[src/rtl/icc_pkg.sv]
package icc_pkg;
  typedef enum logic [1:0] {
    XFER_NONE   = 2'd0,
    XFER_PLAIN  = 2'd1,
    XFER_RAM_WR = 2'd2,
    XFER_DUAL   = 2'd3
  } xfer_kind_e;

  // worst case: two base cycles, full wait states, bank penalty
  function automatic int unsigned max_cycles(int unsigned ws_w);
    return 2 + ((1 << ws_w) - 1) + 1;
  endfunction
endpackage

[src/rtl/icc_phase_gen.sv]
module icc_phase_gen (
  input  logic clk_i,
  input  logic rst_ni,
  input  logic half_rate_i,
  output logic cyc_en_o
);
  logic phase_q;

  always_ff @(posedge clk_i or negedge rst_ni) begin
    if (!rst_ni)          phase_q <= 1'b0;
    else if (half_rate_i) phase_q <= ~phase_q;
    else                  phase_q <= 1'b0;
  end

  assign cyc_en_o = half_rate_i ? phase_q : 1'b1;
endmodule

[src/rtl/icc_cost.sv]
module icc_cost
  import icc_pkg::*;
#(
  parameter int unsigned WS_W  = 4,
  parameter int unsigned CNT_W = 5
) (
  input  xfer_kind_e        kind_i,
  input  logic              cache_hit_i,
  input  logic              ext_access_i,
  input  logic [WS_W-1:0]   wait_states_i,
  input  logic              same_bank_i,
  output logic [CNT_W-1:0]  cycles_o
);
  logic [CNT_W-1:0] base, ws_add, bank_add;

  always_comb begin
    unique case (kind_i)
      XFER_RAM_WR: base = CNT_W'(2);
      XFER_DUAL:   base = cache_hit_i ? CNT_W'(1) : CNT_W'(2);
      default:     base = CNT_W'(1);
    endcase
  end

  assign ws_add   = ext_access_i ? CNT_W'(wait_states_i) : '0;
  assign bank_add = same_bank_i ? CNT_W'(1) : '0;
  assign cycles_o = base + ws_add + bank_add;
endmodule

[src/rtl/icc_seq.sv]
module icc_seq #(
  parameter int unsigned CNT_W = 5
) (
  input  logic             clk_i,
  input  logic             rst_ni,
  input  logic             cyc_en_i,
  input  logic             issue_i,
  input  logic [CNT_W-1:0] cycles_i,
  output logic             stall_o,
  output logic             complete_o
);
  // remaining instruction cycles, including the current one
  logic [CNT_W-1:0] left_q;
  logic             ready, accept;

  assign ready  = (left_q <= CNT_W'(1));
  assign accept = cyc_en_i && issue_i && ready;

  always_ff @(posedge clk_i or negedge rst_ni) begin
    if (!rst_ni) begin
      left_q <= '0;
    end else if (cyc_en_i) begin
      if (accept)              left_q <= cycles_i;
      else if (left_q != '0)   left_q <= left_q - CNT_W'(1);
    end
  end

  assign stall_o    = !ready;
  assign complete_o = (left_q == CNT_W'(1));
endmodule

[src/rtl/instr_cycle_ctrl.sv]
module instr_cycle_ctrl
  import icc_pkg::*;
#(
  parameter int unsigned WS_W = 4
) (
  input  logic            clk_i,
  input  logic            rst_ni,
  input  logic            half_rate_i,
  input  logic            issue_i,
  input  logic [1:0]      xfer_kind_i,
  input  logic            cache_hit_i,
  input  logic            ext_access_i,
  input  logic [WS_W-1:0] wait_states_i,
  input  logic            same_bank_i,
  output logic            cyc_en_o,
  output logic            stall_o,
  output logic            complete_o
);
  localparam int unsigned CNT_W = $clog2(max_cycles(WS_W) + 1);

  logic [CNT_W-1:0] cycles;
  xfer_kind_e       kind;

  assign kind = xfer_kind_e'(xfer_kind_i);

  icc_phase_gen u_phase (
    .clk_i       (clk_i),
    .rst_ni      (rst_ni),
    .half_rate_i (half_rate_i),
    .cyc_en_o    (cyc_en_o)
  );

  icc_cost #(.WS_W(WS_W), .CNT_W(CNT_W)) u_cost (
    .kind_i        (kind),
    .cache_hit_i   (cache_hit_i),
    .ext_access_i  (ext_access_i),
    .wait_states_i (wait_states_i),
    .same_bank_i   (same_bank_i),
    .cycles_o      (cycles)
  );

  icc_seq #(.CNT_W(CNT_W)) u_seq (
    .clk_i      (clk_i),
    .rst_ni     (rst_ni),
    .cyc_en_i   (cyc_en_o),
    .issue_i    (issue_i),
    .cycles_i   (cycles),
    .stall_o    (stall_o),
    .complete_o (complete_o)
  );
endmodule

[config.mk]
export PLATFORM = sky130hd
export DESIGN_NAME = instr_cycle_ctrl
export DESIGN_NICKNAME = d
export VERILOG_FILES = /design/src/rtl/icc_pkg.sv /design/src/rtl/icc_phase_gen.sv /design/src/rtl/icc_cost.sv /design/src/rtl/icc_seq.sv /design/src/rtl/instr_cycle_ctrl.sv
export SDC_FILE = /design/constraint.sdc
export NUM_CORES = 1
export LEC_CHECK = 0
export BUFFER_PORTS_ARGS = -buffer_cell sky130_fd_sc_hd__clkbuf_2
export CELL_PAD_IN_SITES_DETAIL_PLACEMENT = 1
export CELL_PAD_IN_SITES_GLOBAL_PLACEMENT = 1
export CORE_UTILIZATION = 36
export DETAILED_ROUTE_END_ITERATION = 8
export PLACE_DENSITY = 0.86
export SYNTH_ARGS = -nofsm -noshare
export SYNTH_HDL_FRONTEND = slang
export SYNTH_SLANG_ARGS = --single-unit
[constraint.sdc]
create_clock -name clk_i -period 1.95 [get_ports clk_i]
set_clock_uncertainty 0.1 [all_clocks]
set_input_delay 0 -clock clk_i [delete_from_list [all_inputs] [get_ports clk_i]]
set_output_delay 0 -clock clk_i [all_outputs]
set_load 0.03 [all_outputs]
==> impl_metrics.json, run 1 <==
{
  "status": "finished, final reports clean",
  "via_count": 520,
  "p_clk_share_pct": 14.2,
  "setup_slack_ps": 388.4,
  "dr.pass1.iters": 2,
  "intPower_mw": 0.4408,
  "synthMuxAreaShare_pct": 5.369,
  "ys.flop_type": "dfrtp_1",
  "diodes": 0,
  "hold_path_startpoint": "wait_states_i[3]",
  "seq_power_share_pct": 32.9,
  "fp-row-count": 13,
  "grt_pass1_vias": 554,
  "reg2reg_from": "u_seq.left_q[3]",
  "crit_chain": "nor3_4, o2111ai_4, a311oi_2, a21oi_1",
  "area_growth_pct": 24.38,
  "crit_fanout": 10,
  "finish.net_count": 101,
  "worstPathRequired_ps": 1960,
  "chipWidth_um": 41.42,
  "rsz0062_at_grt": "no",
  "place_ws_ps": 361.0,
  "syn_area_um2": 559.3,
  "period_share_pct": 80.08,
  "drive_gt1_share_pct": 32.50,
  "root_buffer": "clkbuf_4",
  "die_h_um": 41.42,
  "ys_types": 25,
  "synth_seq_cells": 6,
  "cpMaxStageDelayCell": "dfrtp_1",
  "cap_viol_max_count": 0,
  "critPathKind": "register to register",
  "portBuffers": 15,
  "combPwrFrac_pct": 52.9,
  "final_util_pct": 50.92,
  "antenna_left": 0,
  "cts_tree": "yes",
  "tightest_slew_ps": 339.9,
  "leakagePower_nw": 0.3499,
  "power_density_nw_per_um2": 1159,
  "track_usage_pct": 16.56,
  "drv_slew": 0,
  "cts_setup_buffers": 0,
  "ys_seq_area_share_pct": 26.85,
  "setup_viol": 0,
  "synth_edf_count": 0,
  "start_kind": "register",
  "layout_commonest_cell": "clkbuf_2",
  "grt_overflow": 0,
  "hold_violations": 0,
  "synth-compound-area-share_pct": 19.91,
  "async_reset_ff_share_pct": 100.0,
  "ios": 16,
  "cp_num_buf_inv": 0,
  "gp_congestion": 0.7303,
  "swShare_pct": 45.32,
  "wl_per_cell_um": 12.64,
  "synth_warnings": 0,
  "die_area_um2": 1715,
  "cp.arrival_ps": 1570,
  "grt_pass1_wl_um": 2166,
  "first_iter_violations": 2,
  "cts_hold_buf": 2,
  "synthCells": 60,
  "crit_path_end_kind": "register",
  "irDropWorstVdd_uv": 479.9,
  "cts_resized": 0,
  "finalCriticalPeriod_ps": 1562,
  "p_switching_mw": 0.3653,
  "crit_family": "compound AO/OA/AOI/OAI gates",
  "cts_max_level": 1,
  "syn_nets": 79,
  "clk_pin_slew_worst_paths_ps": 40,
  "antenna_found_initial": 0,
  "insertion_delay_ps": 250,
  "cts_buffers": 3,
  "clock_sinks": 6,
  "synth_simple_gate_area_share_pct": 23.94,
  "viasPerCell": 5.474,
  "synth_top_family_by_area": "simple AND/OR/NAND/NOR gates",
  "mostFrequentLayoutCells": "clkbuf_2 (15), nand2_1 (9), inv_1 (6), nor2_1 (6), dfrtp_1 (6)",
  "design.core.area_um2": 1366,
  "startpoint": "u_seq.left_q[3]",
  "drc": 0,
  "max_freq_mhz": 640.4,
  "grt_max_degree": 11,
  "hold_class": "input port to register",
  "clockBufferDepth": 2,
  "wl_um": 1201,
  "synth_area_per_cell_um2": 9.321,
  "post-dp-hpwl_um": 1041,
  "synthAdderAreaFrac_pct": 16.11,
  "maxSlewHeadroom_pct": 77.13,
  "initial_core_util_pct": 40.93,
  "setup_tns_ps": 0,
  "cpPeakStageDelay_ps": 440,
  "synthXorXnorAreaFrac_pct": 3.132
}
sequential cells by signal, indices dropped and copies added, names as in the netlist:
name	flops
u_seq.left_q	5
u_phase.phase_q	1
worst register-to-register path, stage by stage, from the launching register on:
cell and delay (ps):
dfrtp_1 440, nor3_4 320, o2111ai_4 250, a311oi_2 250, a21oi_1 70
power by group through the flow:
stage                     sequential [mW]  clock, mW  combinational [mW]
after floorplan                     0.251          0               0.332
after global placement              0.262          0               0.406
after detailed placement            0.268          0               0.430
after CTS                           0.266      0.118               0.436
after global routing                0.276      0.126               0.475
final                               0.265      0.115               0.426
cells by family (layout without fill, tap and decap cells):
logic type / Yosys count / in the layout
AO/OA/AOI/OAI: 13 / 13
XOR/XNOR: 2 / 2
flip-flops: 6 / 6
buffers and inverters: 7 / 27
multiplexers: 3 / 3
AND/OR/NAND/NOR: 23 / 23
adder cells (fa/ha/maj): 6 / 6
stage by stage:
stage / instance area (um2) / cells / hold WS, ps / power (mW)
after global routing: 695.7 / 95 / 29.53 / 0.8766
after detailed placement: 653.1 / 90 / -271.1 / 0.6983
after CTS: 695.7 / 95 / 13.83 / 0.8204
after global placement: 653.1 / 90 / -273.6 / 0.6675
final: 695.7 / 95 / 3.993 / 0.8061
after floorplan: 559.3 / 60 / -395.6 / 0.5830
area by class of cell:
class                      instances  area (um2)
fill                             173       670.6
clock buffer                       3       22.52
timing repair buffer              17       95.09
inverter                           7       26.28
sequential                         6       150.1
multi-input combinational         47       382.9
tap                               15       18.77
path summary, 6_finish.rpt:
kind	to	slack, ps	cells after the start
max in group asynchronous	u_seq.left_q[0]	1590	2
hold reg to reg	u_phase.phase_q	510	2
min in group asynchronous	u_phase.phase_q	10	2
setup reg to reg	u_seq.left_q[3]	390	4
hold / removal	u_seq.left_q[4]	4	3
setup / recovery	u_seq.left_q[3]	390	4
Yosys cell counts, types with 2 or more instances:
library cell  instances  share of area (%)
xnor2_1               2                3.1
dfrtp_1               6                 27
fa_1                  2                7.2
nor2_1                6                4.0
a21oi_1               5                4.5
ha_1                  4                8.9
mux2i_1               3                5.4
nand2_1               9                6.0
a21o_1                2                2.7
inv_1                 6                4.0
routing by layer:
metal / global-route usage (%) / up-vias / wire (um) / share of wire (%)
met1: 15.66 / 247 / 456 / 38
met4: 10.97 / 0 / 44 / 3.7
met3: 4.783 / 6 / 60 / 5.0
li1: - / 246 / - / -
met5: 0 / - / 0 / 0
met2: 30.31 / 21 / 640 / 53
(Power assumes the default switching activity.)
==> run 2, diff against run 1 <==
==> constraint.sdc (replaced) <==
create_clock -name clk_i -period 1.5 [get_ports clk_i]
set_clock_uncertainty 0.1 [all_clocks]
set_input_delay 0 -clock clk_i [delete_from_list [all_inputs] [get_ports clk_i]]
set_output_delay 0 -clock clk_i [all_outputs]
set_load 0.03 [all_outputs]
==> impl_metrics.json, run 2 (synthesis gave the netlist of run 1 again) <==
{
  "max_freq_mhz": 659.4,
  "finalCriticalPeriod_ps": 1517,
  "grt_pass1_wl_um": 2421,
  "fp-row-count": 13,
  "worstPathRequired_ps": 1520,
  "start_kind": "register",
  "drv_slew": 0,
  "cts_buffers": 3,
  "crit_path_end_kind": "register",
  "nFillCells": 170,
  "dr.pass1.iters": 4,
  "largest_reg_flops": 5,
  "leakagePower_nw": 0.4205,
  "initial_core_util_pct": 40.93,
  "design.core.area_um2": 1366,
  "mostFrequentLayoutCells": "clkbuf_2 (13), buf_4 (13), nand2_1 (9), nor2_1 (6), a21oi_1 (5)",
  "area_growth_pct": 57.72,
  "final_cells": 110,
  "insertion_delay_ps": 250,
  "wl_per_cell_um": 15.76,
  "period_share_pct": 101.1,
  "power_density_nw_per_um2": 1713,
  "drc": 0,
  "critPathKind": "register to register",
  "gp_congestion": 0.7062,
  "post-dp-hpwl_um": 1073,
  "portBuffers": 15,
  "diodes": 0,
  "multi_input_area_um2": 446.7,
  "hold_violations": 0,
  "highest_layer": "met4",
  "grt_pass1_vias": 579,
  "antenna_left": 0,
  "setup_viol": 2,
  "setup_slack_ps": -16.60,
  "clock_sinks": 6,
  "rsz0062_at_grt": "yes",
  "met3_length_um": 36,
  "register_area_um2": 152.6,
  "die_h_um": 41.42,
  "clk_pin_slew_worst_paths_ps": 50,
  "violations": "setup timing",
  "root_buffer": "clkbuf_4",
  "final_util_pct": 64.56,
  "grt_max_degree": 11,
  "wl_met1_um": 774,
  "status": "finished, violations left",
  "max_flop_register": "u_seq.left_q",
  "antenna_found_initial": 0,
  "wl_met2_um": 883,
  "chipWidth_um": 41.42,
  "cts_max_level": 1,
  "maxSlewHeadroom_pct": 76.13,
  "drive_gt1_share_pct": 51.58,
  "irDropWorstVdd_uv": 940.1,
  "place_inst": 97,
  "hold_class": "input port to asynchronous set/reset pin",
  "die_area_um2": 1715,
  "ios": 16,
  "viasPerCell": 5.400,
  "clockBufferDepth": 2,
  "cts_tree": "yes",
  "place_ws_ps": -56.47,
  "finish.net_count": 116,
  "largestRegisters": "u_seq.left_q (5), u_phase.phase_q (1)",
  "crit_fanout": 5,
  "wl_um": 1734,
  "cap_viol_max_count": 0,
  "track_usage_pct": 19.06,
  "tightest_slew_ps": 356.7,
  "first_iter_violations": 2,
  "cp.arrival_ps": 1530,
  "holdWs_ps": 3.664,
  "via_count": 594,
  "grt_overflow": 0
}
==> run 2: cell types whose count changed in the layout (fill, tap and decap cells not counted), moves of 2 or more <==
cell | previous run | this run
buf_6 | 0 | 2
inv_1 | 6 | 4
buf_4 | 0 | 13
dfrtp_2 | 0 | 2
clkbuf_2 | 15 | 13
ha_2 | 0 | 2
ha_1 | 4 | 1
inv_2 | 1 | 3
dfrtp_1 | 6 | 4
==> run 2: worst max-delay path: stages (launching register included) <==
cell and delay (ps):
dfrtp_1 420, inv_2 130, ha_2 260, o2111ai_4 180
a311oi_2 230, a21oi_1 60
==> run 2: worst paths after layout <==
path                                 startpoint               to  slack, ps  depth (start not counted)
worst max-delay path            u_seq.left_q[1]  u_seq.left_q[3]        -20                          5
worst min-delay path                     rst_ni  u_phase.phase_q          4                          2
worst max register to register  u_seq.left_q[1]  u_seq.left_q[3]        -20                          5
worst min register to register  u_phase.phase_q  u_phase.phase_q        550                          2
max in group asynchronous                rst_ni  u_seq.left_q[2]       1120                          2
min in group clk_i                      issue_i  u_seq.left_q[0]         20                          3
==> run 2: through the flow <==
step           setup TNS (ps)  power, mW  instance area (um2)
2_1_floorplan               0     0.7579                559.3
3_3_place_gp                0     0.9966                705.7
3_5_place_dp           -153.9      1.029                705.7
4_1_cts                     0      1.274                783.3
5_1_grt                -190.9      1.611                882.1
6_report               -30.06      1.511                882.1
==> run 2: report_power, final <==
part / total, mW / leakage (nW) / switching (mW) / internal (mW)
registers: 0.337 / 0.0697 / 0.0943 / 0.243
logic: 1.02 / 0.337 / 0.509 / 0.512
clock network: 0.153 / 0.0138 / 0.0623 / 0.0908
==> run 2: cell type report <==
class / instances / share of cell area [%]
Clock buffer: 3 / 2.553
Tap cell: 15 / 2.128
Timing Repair Buffer: 31 / 24.40
Multi-Input combinational cell: 48 / 50.64
Inverter: 7 / 2.979
Sequential cell: 6 / 17.30
==> run 2: layer usage <==
metal	vias to the layer above	global-route usage [%]
met3	4	1.304
li1	281	-
met5	-	0
met1	291	19.89
met2	18	34.38
met4	0	15.48
==> run 2: what timing repair did <==
item | in CTS | in global routing
endpoints found under the hold margin | 7 | 1
hold buffers | 2 | 1
setup endpoints to repair | 5 | 6
cloned | 0 | 1
buffers inserted | 2 | 4
gates resized for setup | 7 | 13
pin swaps | 2 | 3
